==> config.mk <==
export PLATFORM = sky130hd
export DESIGN_NAME = bank_addr_gen
export DESIGN_NICKNAME = d
export VERILOG_FILES = /design/src/rtl/bank_addr_pkg.sv /design/src/rtl/bank_addr_ctrl.sv /design/src/rtl/bank_addr_dp.sv /design/src/rtl/bank_addr_gen.sv
export SDC_FILE = /design/constraint.sdc
export NUM_CORES = 1
export LEC_CHECK = 0
export CAP_MARGIN = 40
export CORE_MARGIN = 5
export CORE_UTILIZATION = 43
export CTS_BUF_LIST = sky130_fd_sc_hd__clkbuf_4 sky130_fd_sc_hd__clkbuf_8
export CTS_CLUSTER_DIAMETER = 120
export DETAILED_ROUTE_END_ITERATION = 10
export PLACE_DENSITY = 0.82
export SETUP_SLACK_MARGIN = 0.1
export SYNTH_ARGS = -nofsm -noshare
export SYNTH_HDL_FRONTEND = slang
export SYNTH_SLANG_ARGS = --single-unit
==> constraint.sdc <==
create_clock -name clk -period 3.8 [get_ports clk]
set_input_delay 0.76 -clock clk [delete_from_list [all_inputs] [get_ports clk]]
set_output_delay 0.76 -clock clk [all_outputs]
set_load 0.03 [all_outputs]
==> src/rtl/bank_addr_pkg.sv <==
package bank_addr_pkg;

  typedef enum logic [1:0] {
    MODE_BANK      = 2'd0,
    MODE_FORCED    = 2'd1,
    MODE_INDEXED   = 2'd2,
    MODE_LOWDIRECT = 2'd3
  } addrMode_e;

  // one-hot select strobes from control to datapath
  typedef struct packed {
    logic selBank;
    logic selForced;
    logic selIndexed;
    logic selLowDirect;
  } addrSel_t;

endpackage

==> src/rtl/bank_addr_ctrl.sv <==
module bank_addr_ctrl
  import bank_addr_pkg::*;
#(
  parameter int FILE_W       = 8,
  parameter int ACCESS_SPLIT = 96,
  parameter int OPHI_W       = 7
) (
  input  logic [FILE_W+OPHI_W:0] instrWord,
  input  logic                   extEnable,
  output addrSel_t               sel,
  output addrMode_e              mode,
  output logic [FILE_W-1:0]      fileField
);
  localparam int ACC_BIT = FILE_W;
  localparam logic [FILE_W-1:0] SPLIT = FILE_W'(ACCESS_SPLIT);

  logic accessBit;
  logic upperWindow;
  logic unusedOpBits;

  assign fileField    = instrWord[FILE_W-1:0];
  assign accessBit    = instrWord[ACC_BIT];
  assign upperWindow  = (fileField >= SPLIT);
  assign unusedOpBits = ^instrWord[FILE_W+OPHI_W:ACC_BIT+1];

  always_comb begin
    sel  = '0;
    mode = MODE_BANK;
    if (accessBit) begin
      sel.selBank = 1'b1;
      mode        = MODE_BANK;
    end else if (upperWindow) begin
      sel.selForced = 1'b1;
      mode          = MODE_FORCED;
    end else if (extEnable) begin
      sel.selIndexed = 1'b1;
      mode           = MODE_INDEXED;
    end else begin
      sel.selLowDirect = 1'b1;
      mode             = MODE_LOWDIRECT;
    end
  end

endmodule

==> src/rtl/bank_addr_dp.sv <==
module bank_addr_dp
  import bank_addr_pkg::*;
#(
  parameter int FILE_W = 8,
  parameter int BANK_W = 4
) (
  input  logic              clk,
  input  logic              rst,
  input  logic              bankWrEn,
  input  logic [BANK_W-1:0] bankWrData,
  input  logic              ptrHiWrEn,
  input  logic [BANK_W-1:0] ptrHiWrData,
  input  logic              ptrLoWrEn,
  input  logic [FILE_W-1:0] ptrLoWrData,
  input  addrSel_t          sel,
  input  logic [FILE_W-1:0] fileField,
  output logic [BANK_W+FILE_W-1:0] effAddr
);
  localparam int ADDR_W = BANK_W + FILE_W;

  logic [BANK_W-1:0] bankReg;
  logic [BANK_W-1:0] ptrHi;
  logic [FILE_W-1:0] ptrLo;
  logic [ADDR_W-1:0] ptrFull;
  logic [ADDR_W-1:0] idxSum;

  always_ff @(posedge clk) begin
    if (rst) bankReg <= '0;
    else if (bankWrEn) bankReg <= bankWrData;
  end

  always_ff @(posedge clk) begin
    if (rst) ptrHi <= '0;
    else if (ptrHiWrEn) ptrHi <= ptrHiWrData;
  end

  always_ff @(posedge clk) begin
    if (rst) ptrLo <= '0;
    else if (ptrLoWrEn) ptrLo <= ptrLoWrData;
  end

  assign ptrFull = {ptrHi, ptrLo};
  assign idxSum  = ptrFull + ADDR_W'(fileField);

  always_comb begin
    effAddr = {{BANK_W{1'b0}}, fileField};
    if (sel.selBank)         effAddr = {bankReg, fileField};
    else if (sel.selForced)  effAddr = {{BANK_W{1'b1}}, fileField};
    else if (sel.selIndexed) effAddr = idxSum;
  end

  a_r6_bank_load: assert property (@(posedge clk) disable iff (rst)
    bankWrEn |=> bankReg == $past(bankWrData));
  a_r6_bank_hold: assert property (@(posedge clk) disable iff (rst)
    !bankWrEn |=> $stable(bankReg));
  a_r7_ptr_hi_load: assert property (@(posedge clk) disable iff (rst)
    ptrHiWrEn |=> ptrHi == $past(ptrHiWrData));
  a_r7_ptr_lo_independent: assert property (@(posedge clk) disable iff (rst)
    (ptrHiWrEn && !ptrLoWrEn) |=> $stable(ptrLo));
  a_r8_reset_clears: assert property (@(posedge clk)
    rst |=> (bankReg == '0 && ptrFull == '0));

endmodule

==> src/rtl/bank_addr_gen.sv <==
module bank_addr_gen
  import bank_addr_pkg::*;
#(
  parameter int FILE_W       = 8,
  parameter int BANK_W       = 4,
  parameter int ACCESS_SPLIT = 96,
  parameter int OPHI_W       = 7
) (
  input  logic                     clk,
  input  logic                     rst,
  input  logic [FILE_W+OPHI_W:0]   instrWord,
  input  logic                     instrValid,
  input  logic                     extEnable,
  input  logic                     bankWrEn,
  input  logic [BANK_W-1:0]        bankWrData,
  input  logic                     ptrHiWrEn,
  input  logic [BANK_W-1:0]        ptrHiWrData,
  input  logic                     ptrLoWrEn,
  input  logic [FILE_W-1:0]        ptrLoWrData,
  output logic [BANK_W+FILE_W-1:0] effAddr,
  output logic [1:0]               addrMode,
  output logic                     addrValid
);
  localparam int ADDR_W = BANK_W + FILE_W;
  localparam logic [ADDR_W-1:0] LOW_LIMIT = ADDR_W'(ACCESS_SPLIT);

  addrSel_t          sel;
  addrMode_e         modeE;
  logic [FILE_W-1:0] fileField;

  bank_addr_ctrl #(.FILE_W(FILE_W), .ACCESS_SPLIT(ACCESS_SPLIT), .OPHI_W(OPHI_W)) u_ctrl (
    .instrWord (instrWord),
    .extEnable (extEnable),
    .sel       (sel),
    .mode      (modeE),
    .fileField (fileField)
  );

  bank_addr_dp #(.FILE_W(FILE_W), .BANK_W(BANK_W)) u_dp (
    .clk         (clk),
    .rst         (rst),
    .bankWrEn    (bankWrEn),
    .bankWrData  (bankWrData),
    .ptrHiWrEn   (ptrHiWrEn),
    .ptrHiWrData (ptrHiWrData),
    .ptrLoWrEn   (ptrLoWrEn),
    .ptrLoWrData (ptrLoWrData),
    .sel         (sel),
    .fileField   (fileField),
    .effAddr     (effAddr)
  );

  assign addrMode  = modeE;
  assign addrValid = instrValid;

  a_r1_sel_onehot: assert property (@(posedge clk) disable iff (rst)
    $countones(sel) == 1);
  a_r1_bank_low_byte: assert property (@(posedge clk) disable iff (rst)
    instrWord[FILE_W] |-> effAddr[FILE_W-1:0] == instrWord[FILE_W-1:0]);
  a_r2_forced_top_bank: assert property (@(posedge clk) disable iff (rst)
    addrMode == 2'd1 |-> (&effAddr[ADDR_W-1:FILE_W]) && effAddr >= {{BANK_W{1'b1}}, FILE_W'(ACCESS_SPLIT)});
  a_r4_low_direct_range: assert property (@(posedge clk) disable iff (rst)
    addrMode == 2'd3 |-> effAddr < LOW_LIMIT);
  a_r3_indexed_needs_ext: assert property (@(posedge clk) disable iff (rst)
    addrMode == 2'd2 |-> extEnable && !instrWord[FILE_W]);

endmodule

==> Yosys cells after proc, flatten, opt, wreduce, memory -nomap -nowiden <==
Cells that the tools add are included.
{ "classes": {"order_cmp": 1, "n_addsub": 1, "muxes": 12} }
{ "op_table": {"columns": ["op", "count"], "rows": [
  ["2-to-1 mux 12 bit", 3],
  ["adder 12 x 8 -> 12 bit", 1],
  ["greater-or-equal comparator 8 x 7 -> 1 bit, second input constant", 1],
  ["2-to-1 mux 2 bit", 3],
  ["2-to-1 mux 1 bit", 5],
  ["2-to-1 mux 3 bit", 1]
]} }
{ "totals": {"out_inout_bits": 15, "wordCells": 17, "regBits": 16} }

==> Depth between registers and ports, before layout <==
{ "depth": {"ltp_word": 6, "ltp_mapped": 8, "depth_no_buf": 8} }

==> Hierarchy <==
From an unflattened synthesis, not the netlist that was laid out.
{ "hier_totals": {"cells_unflattened": 159, "hier_area_um2": 1268.7} }
{ "by_module_without_submodules": {"columns": ["mod", "cells_each", "seq_area_each_um2", "area_each_um2", "n_inst"], "rows": [
  ["bank_addr_dp", 143, 320.3, 1153.6, 1],
  ["bank_addr_ctrl", 15, 0.0, 107.6, 1],
  ["bank_addr_gen", 1, 0.0, 7.5, 1]
]} }

==> Worst setup path before layout <==
OpenSTA, ideal clock, no wires.
{ "synth_path": {"path_kind": "input to output", "from": "input instrWord[0]", "to": "output effAddr[8]", "arrival_time_ps": 2814, "path_buffers": 0, "path_stages": 8, "path_slack_ps": 226, "required_ps": 3040, "path_cell_list": "ha_1 inv_1 fa_1 inv_1 a21o_1 a221o_1 or4_1 a2bb2oi_1"} }
{ "synth_via": {"elab_chain_len": 6, "word_cells_on_any_way": 8, "cone_classes": "add/sub (1); order compare (1); mux (6)"} }
{ "synth_lines": {"columns": ["item", "line_no", "text"], "rows": [
  ["start, declared", "bank_addr_gen.sv:11", "input logic [FILE_W+OPHI_W:0] instrWord,"],
  ["greater-or-equal comparator 8 x 7 -> 1 bit", "bank_addr_ctrl.sv:23", "assign upperWindow = (fileField >= SPLIT);"],
  ["2-to-1 mux 2 bit", "bank_addr_ctrl.sv:32", "end else if (upperWindow) begin"],
  ["2-to-1 mux 3 bit", "bank_addr_ctrl.sv:29", "if (accessBit) begin"],
  ["2-to-1 mux 12 bit", "bank_addr_dp.sv:49", "else if (sel.selIndexed) effAddr = idxSum;"],
  ["2-to-1 mux 12 bit *", "bank_addr_dp.sv:48", "else if (sel.selForced) effAddr = {{BANK_W{1'b1}}, fileField};"],
  ["2-to-1 mux 12 bit *", "bank_addr_dp.sv:47", "if (sel.selBank) effAddr = {bankReg, fileField};"],
  ["end, declared", "bank_addr_gen.sv:20", "output logic [BANK_W+FILE_W-1:0] effAddr,"]
]} }
Every way passes the cells marked *; elsewhere a longest branch is shown, timed or not.

==> Worst setup path after layout <==
{ "layout_path": {"from": "input instrWord[3]", "to": "output effAddr[10]"} }
Same word-level chain as after synthesis.

==> results.yml <==
outcome:
  outcome: "finished clean"
finish:
  post-route-util_pct: 66.34
  layout-drive-gt1-share_pct: 16.50
  flow.area_growth_from_synthesis_pct: 50.00
  finish.net_count: 250
  most_common_cell_after_layout_fill_and_taps_aside: "sky130_fd_sc_hd__clkdlybuf4s50_1"
  final_cell_mix: "sky130_fd_sc_hd__clkdlybuf4s50_1 (32), sky130_fd_sc_hd__nor2_1 (21), sky130_fd_sc_hd__buf_4 (19)"
  antenna_cells_inserted: 0
route:
  drt_wl_total_mm: 3.117
  wl_per_cell_um: 13.49
  drt_first_iter_violations: 33
  average_vias_per_placed_instance: 5.433
  ant_nets: 0
  via_total_after_detailed_routing: 1255
  detailedRoute.firstPassIterationCount: 4
  detail_route.drc_violations: 0
place:
  count_of_port_buffers_added_during_placement: 44
  preCtsSetupSlack_ps: -82.14
  gp_congestion: 0.8097
  dpl.hpwl_mm: 2.603
sta:
  finalSetupViolations: 0
  fmaxAchievable_mhz: 274.7
  timing_max_transition_violations_final: 0
  finalHoldViolations: 0
  worst_slack_ps: 159.7
  grt_setup_unrepaired: "yes"
  total_neg_setup_slack_ps: 0
  max_slew_margin_pct: 65.79
  worst_skew_ps: 0
  max_slew.worst_pin.slew_ps: 511.5
  hold_ws_ps: 521.1
  final.period_utilization_pct: 95.80
  final_period_minus_worst_setup_slack_ps: 3640
setup_path:
  crit_fanout: 4
  start_kind: "input port"
  start_point_of_the_critical_path: "instrWord[3]"
  timing.critical_path.max_delay_family: "compound AO/OA/AOI/OAI gates"
  worstPathCellList: "clkdlybuf4s50_1 > ha_1 > a21o_1 > buf_4 > a221o_1 > buf_6 > o31a_2 > o211ai_1 > buf_4"
  regToRegStartpoint: "u_dp.ptrHi[0]$_SDFFE_PP0P_"
  worst-endpoint-arrival_ps: 2880
  worst_setup_path_end_kind: "output port"
  cp_slowest_cell: "sky130_fd_sc_hd__clkdlybuf4s50_1"
  cell_repeated_most_along_the_worst_path: "sky130_fd_sc_hd__buf_4"
  crit_buf_inv: 4
  r2r.worst_path.cells: 2
  worst-path-stages: 9
  critPathKind: "input port to output port"
  delay_of_the_slowest_cell_on_the_worst_path_ps: 440
  crit_required_ps: 3040
cts:
  h_tree_depth_reported_by_cts: 1
  worstSkewPairLatency_ps: 270
  cts_max_path_buffers: 2
  tritoncts.num_buffers: 3
  tritoncts_num_sinks: 16
  root_buffer: "sky130_fd_sc_hd__clkbuf_4"
  cts.reportedPaths.clkPinSlew_ps: 80
  cts_tree: "built"
floorplanning:
  die_height_um: 62.80
  die_area_sq_um: 3943
  die_x_um: 62.80
  floorplan.core_area_sq_um: 2710
  core_rows: 19
  start_util_pct: 44.23
  boundaryPins: 54
global_route:
  grt_max_degree: 17
  global_route_usage_over_all_layers_pct: 15.55
  grt_overflow: 0
  first_global_vias: 1217
  antenna_found_initial: 0
  grt_first_pass_wirelength_mm: 5.209
synth:
  synthArstFlopShare_pct: 0
  synth.avg_cell_area_sq_um: 8.154
  yosys_warnings: 0
  postSynthNetCount: 195
  yosys_register_bits: 16
  yosys_most_used_dff: "sky130_fd_sc_hd__dfxtp_1"
  synthCells: 147
  synth-seq-area-share_pct: 26.72
  synth.cell_area_sq_um: 1199
  number_of_unique_standard_cell_types_used_by_synthesis: 35
  count_of_flip_flops_with_a_built_in_enable_after_synthesis: 0
min_path:
  hold_startpoint: "u_dp.bankReg[3]$_SDFFE_PP0P_"
  timing.hold.worst_path_depth: 2
  timing.hold.worst.class: "flop to flop"
power_and_ir_drop:
  fin_total_pwr_w: 0.0004583
  p_leak_nw: 0.8631
  maximum_vdd_drop_uv: 308.6
  power-per-cell-area_nw_per_um2: 254.9
run:
  cap_viol_max_count: 0
## power breakdown
group | total, W | internal (W) | switching, W
Clock | 0.0000811 | 0.0000367 | 0.0000444
Combinational | 0.000190 | 0.0000987 | 0.0000912
Sequential | 0.000187 | 0.000178 | 0.00000970
## worst reg2reg max path: cells and delay by family (launching register included)
kind             cells  cell delay, ps
DFF                  1             510
and+or+nand+nor      1              90
muxes                1             120
## flip-flops by register name (all words and copies together), names as in the netlist
| register | count |
|---|---|
| u_dp.ptrLo | 8 |
| u_dp.bankReg | 4 |
| u_dp.ptrHi | 4 |
## synth_stat cells (all sizes together) (2+ instances only)
library cell  number  area [sq um]
o21bai             2         15.01
a21oi              6         30.03
clkbuf             8         30.03
o311ai             2         17.52
inv                6         22.52
o211ai             4         30.03
nand2             11         41.29
nor3b              3         22.52
o21ai             11         55.05
nand3              2         10.01
dfxtp             16         320.3
mux2i             17         170.2
nor2              21         78.83
a21o               5         37.54
and3               2         12.51
ha                 8         100.1
xnor2              2         17.52
xor2               4         35.03
## metrics by stage
stage	std cells	cell area [sq um]
floorplan	147	1199
global placement	227	1730
detailed placement	227	1730
CTS	230	1767
global route	231	1798
finish	231	1798
## final timing paths
path / endpoint / slack [ps]
worst max-delay path: effAddr[10] / 160
worst max register to register: u_dp.ptrHi[0]$_SDFFE_PP0P_ / 3030
worst min-delay path: u_dp.bankReg[3]$_SDFFE_PP0P_ / 520
worst min register to register: u_dp.bankReg[3]$_SDFFE_PP0P_ / 520
## layout make-up
| class | count | area, sq um |
|---|---|---|
| fill | 233 | 912.1 |
| multi-input combinational | 116 | 848.3 |
| inverter | 6 | 22.52 |
| tap | 31 | 38.79 |
| timing repair buffer | 59 | 545.5 |
| sequential | 16 | 320.3 |
| clock buffer | 3 | 22.52 |
## cell families (layout without fill, tap and decap cells)
group | count (synthesis) | count (layout) | share of synthesized area [%]
AND/OR/NAND/NOR | 46 | 46 | 18.06
AO/OA/AOI/OAI | 37 | 37 | 20.67
multiplexers | 18 | 18 | 15.14
flip-flops | 16 | 16 | 26.72
buffers and inverters | 15 | 68 | 5.011
adder cells (fa/ha/maj) | 9 | 9 | 10.02
XOR/XNOR | 6 | 6 | 4.384
## routing by layer
metal | vias to the layer above | GRT usage, % | share of wire [%]
met5 | - | 0 | 0
met4 | 0 | 5.570 | 1.5
met3 | 6 | 1.799 | 3.5
met2 | 32 | 26.68 | 50
met1 | 582 | 19.83 | 45
li1 | 635 | - | -
## repair_timing
item                                    4_1_cts  5_1_grt
pin swaps                                     5        6
endpoints found under the hold margin         0        0
hold buffers                                  0        0
resized for setup                            10        6
buffers inserted                              0        1
endpoints found under the setup margin        5        7
No activity file was read; power rests on OpenSTA's default activity.
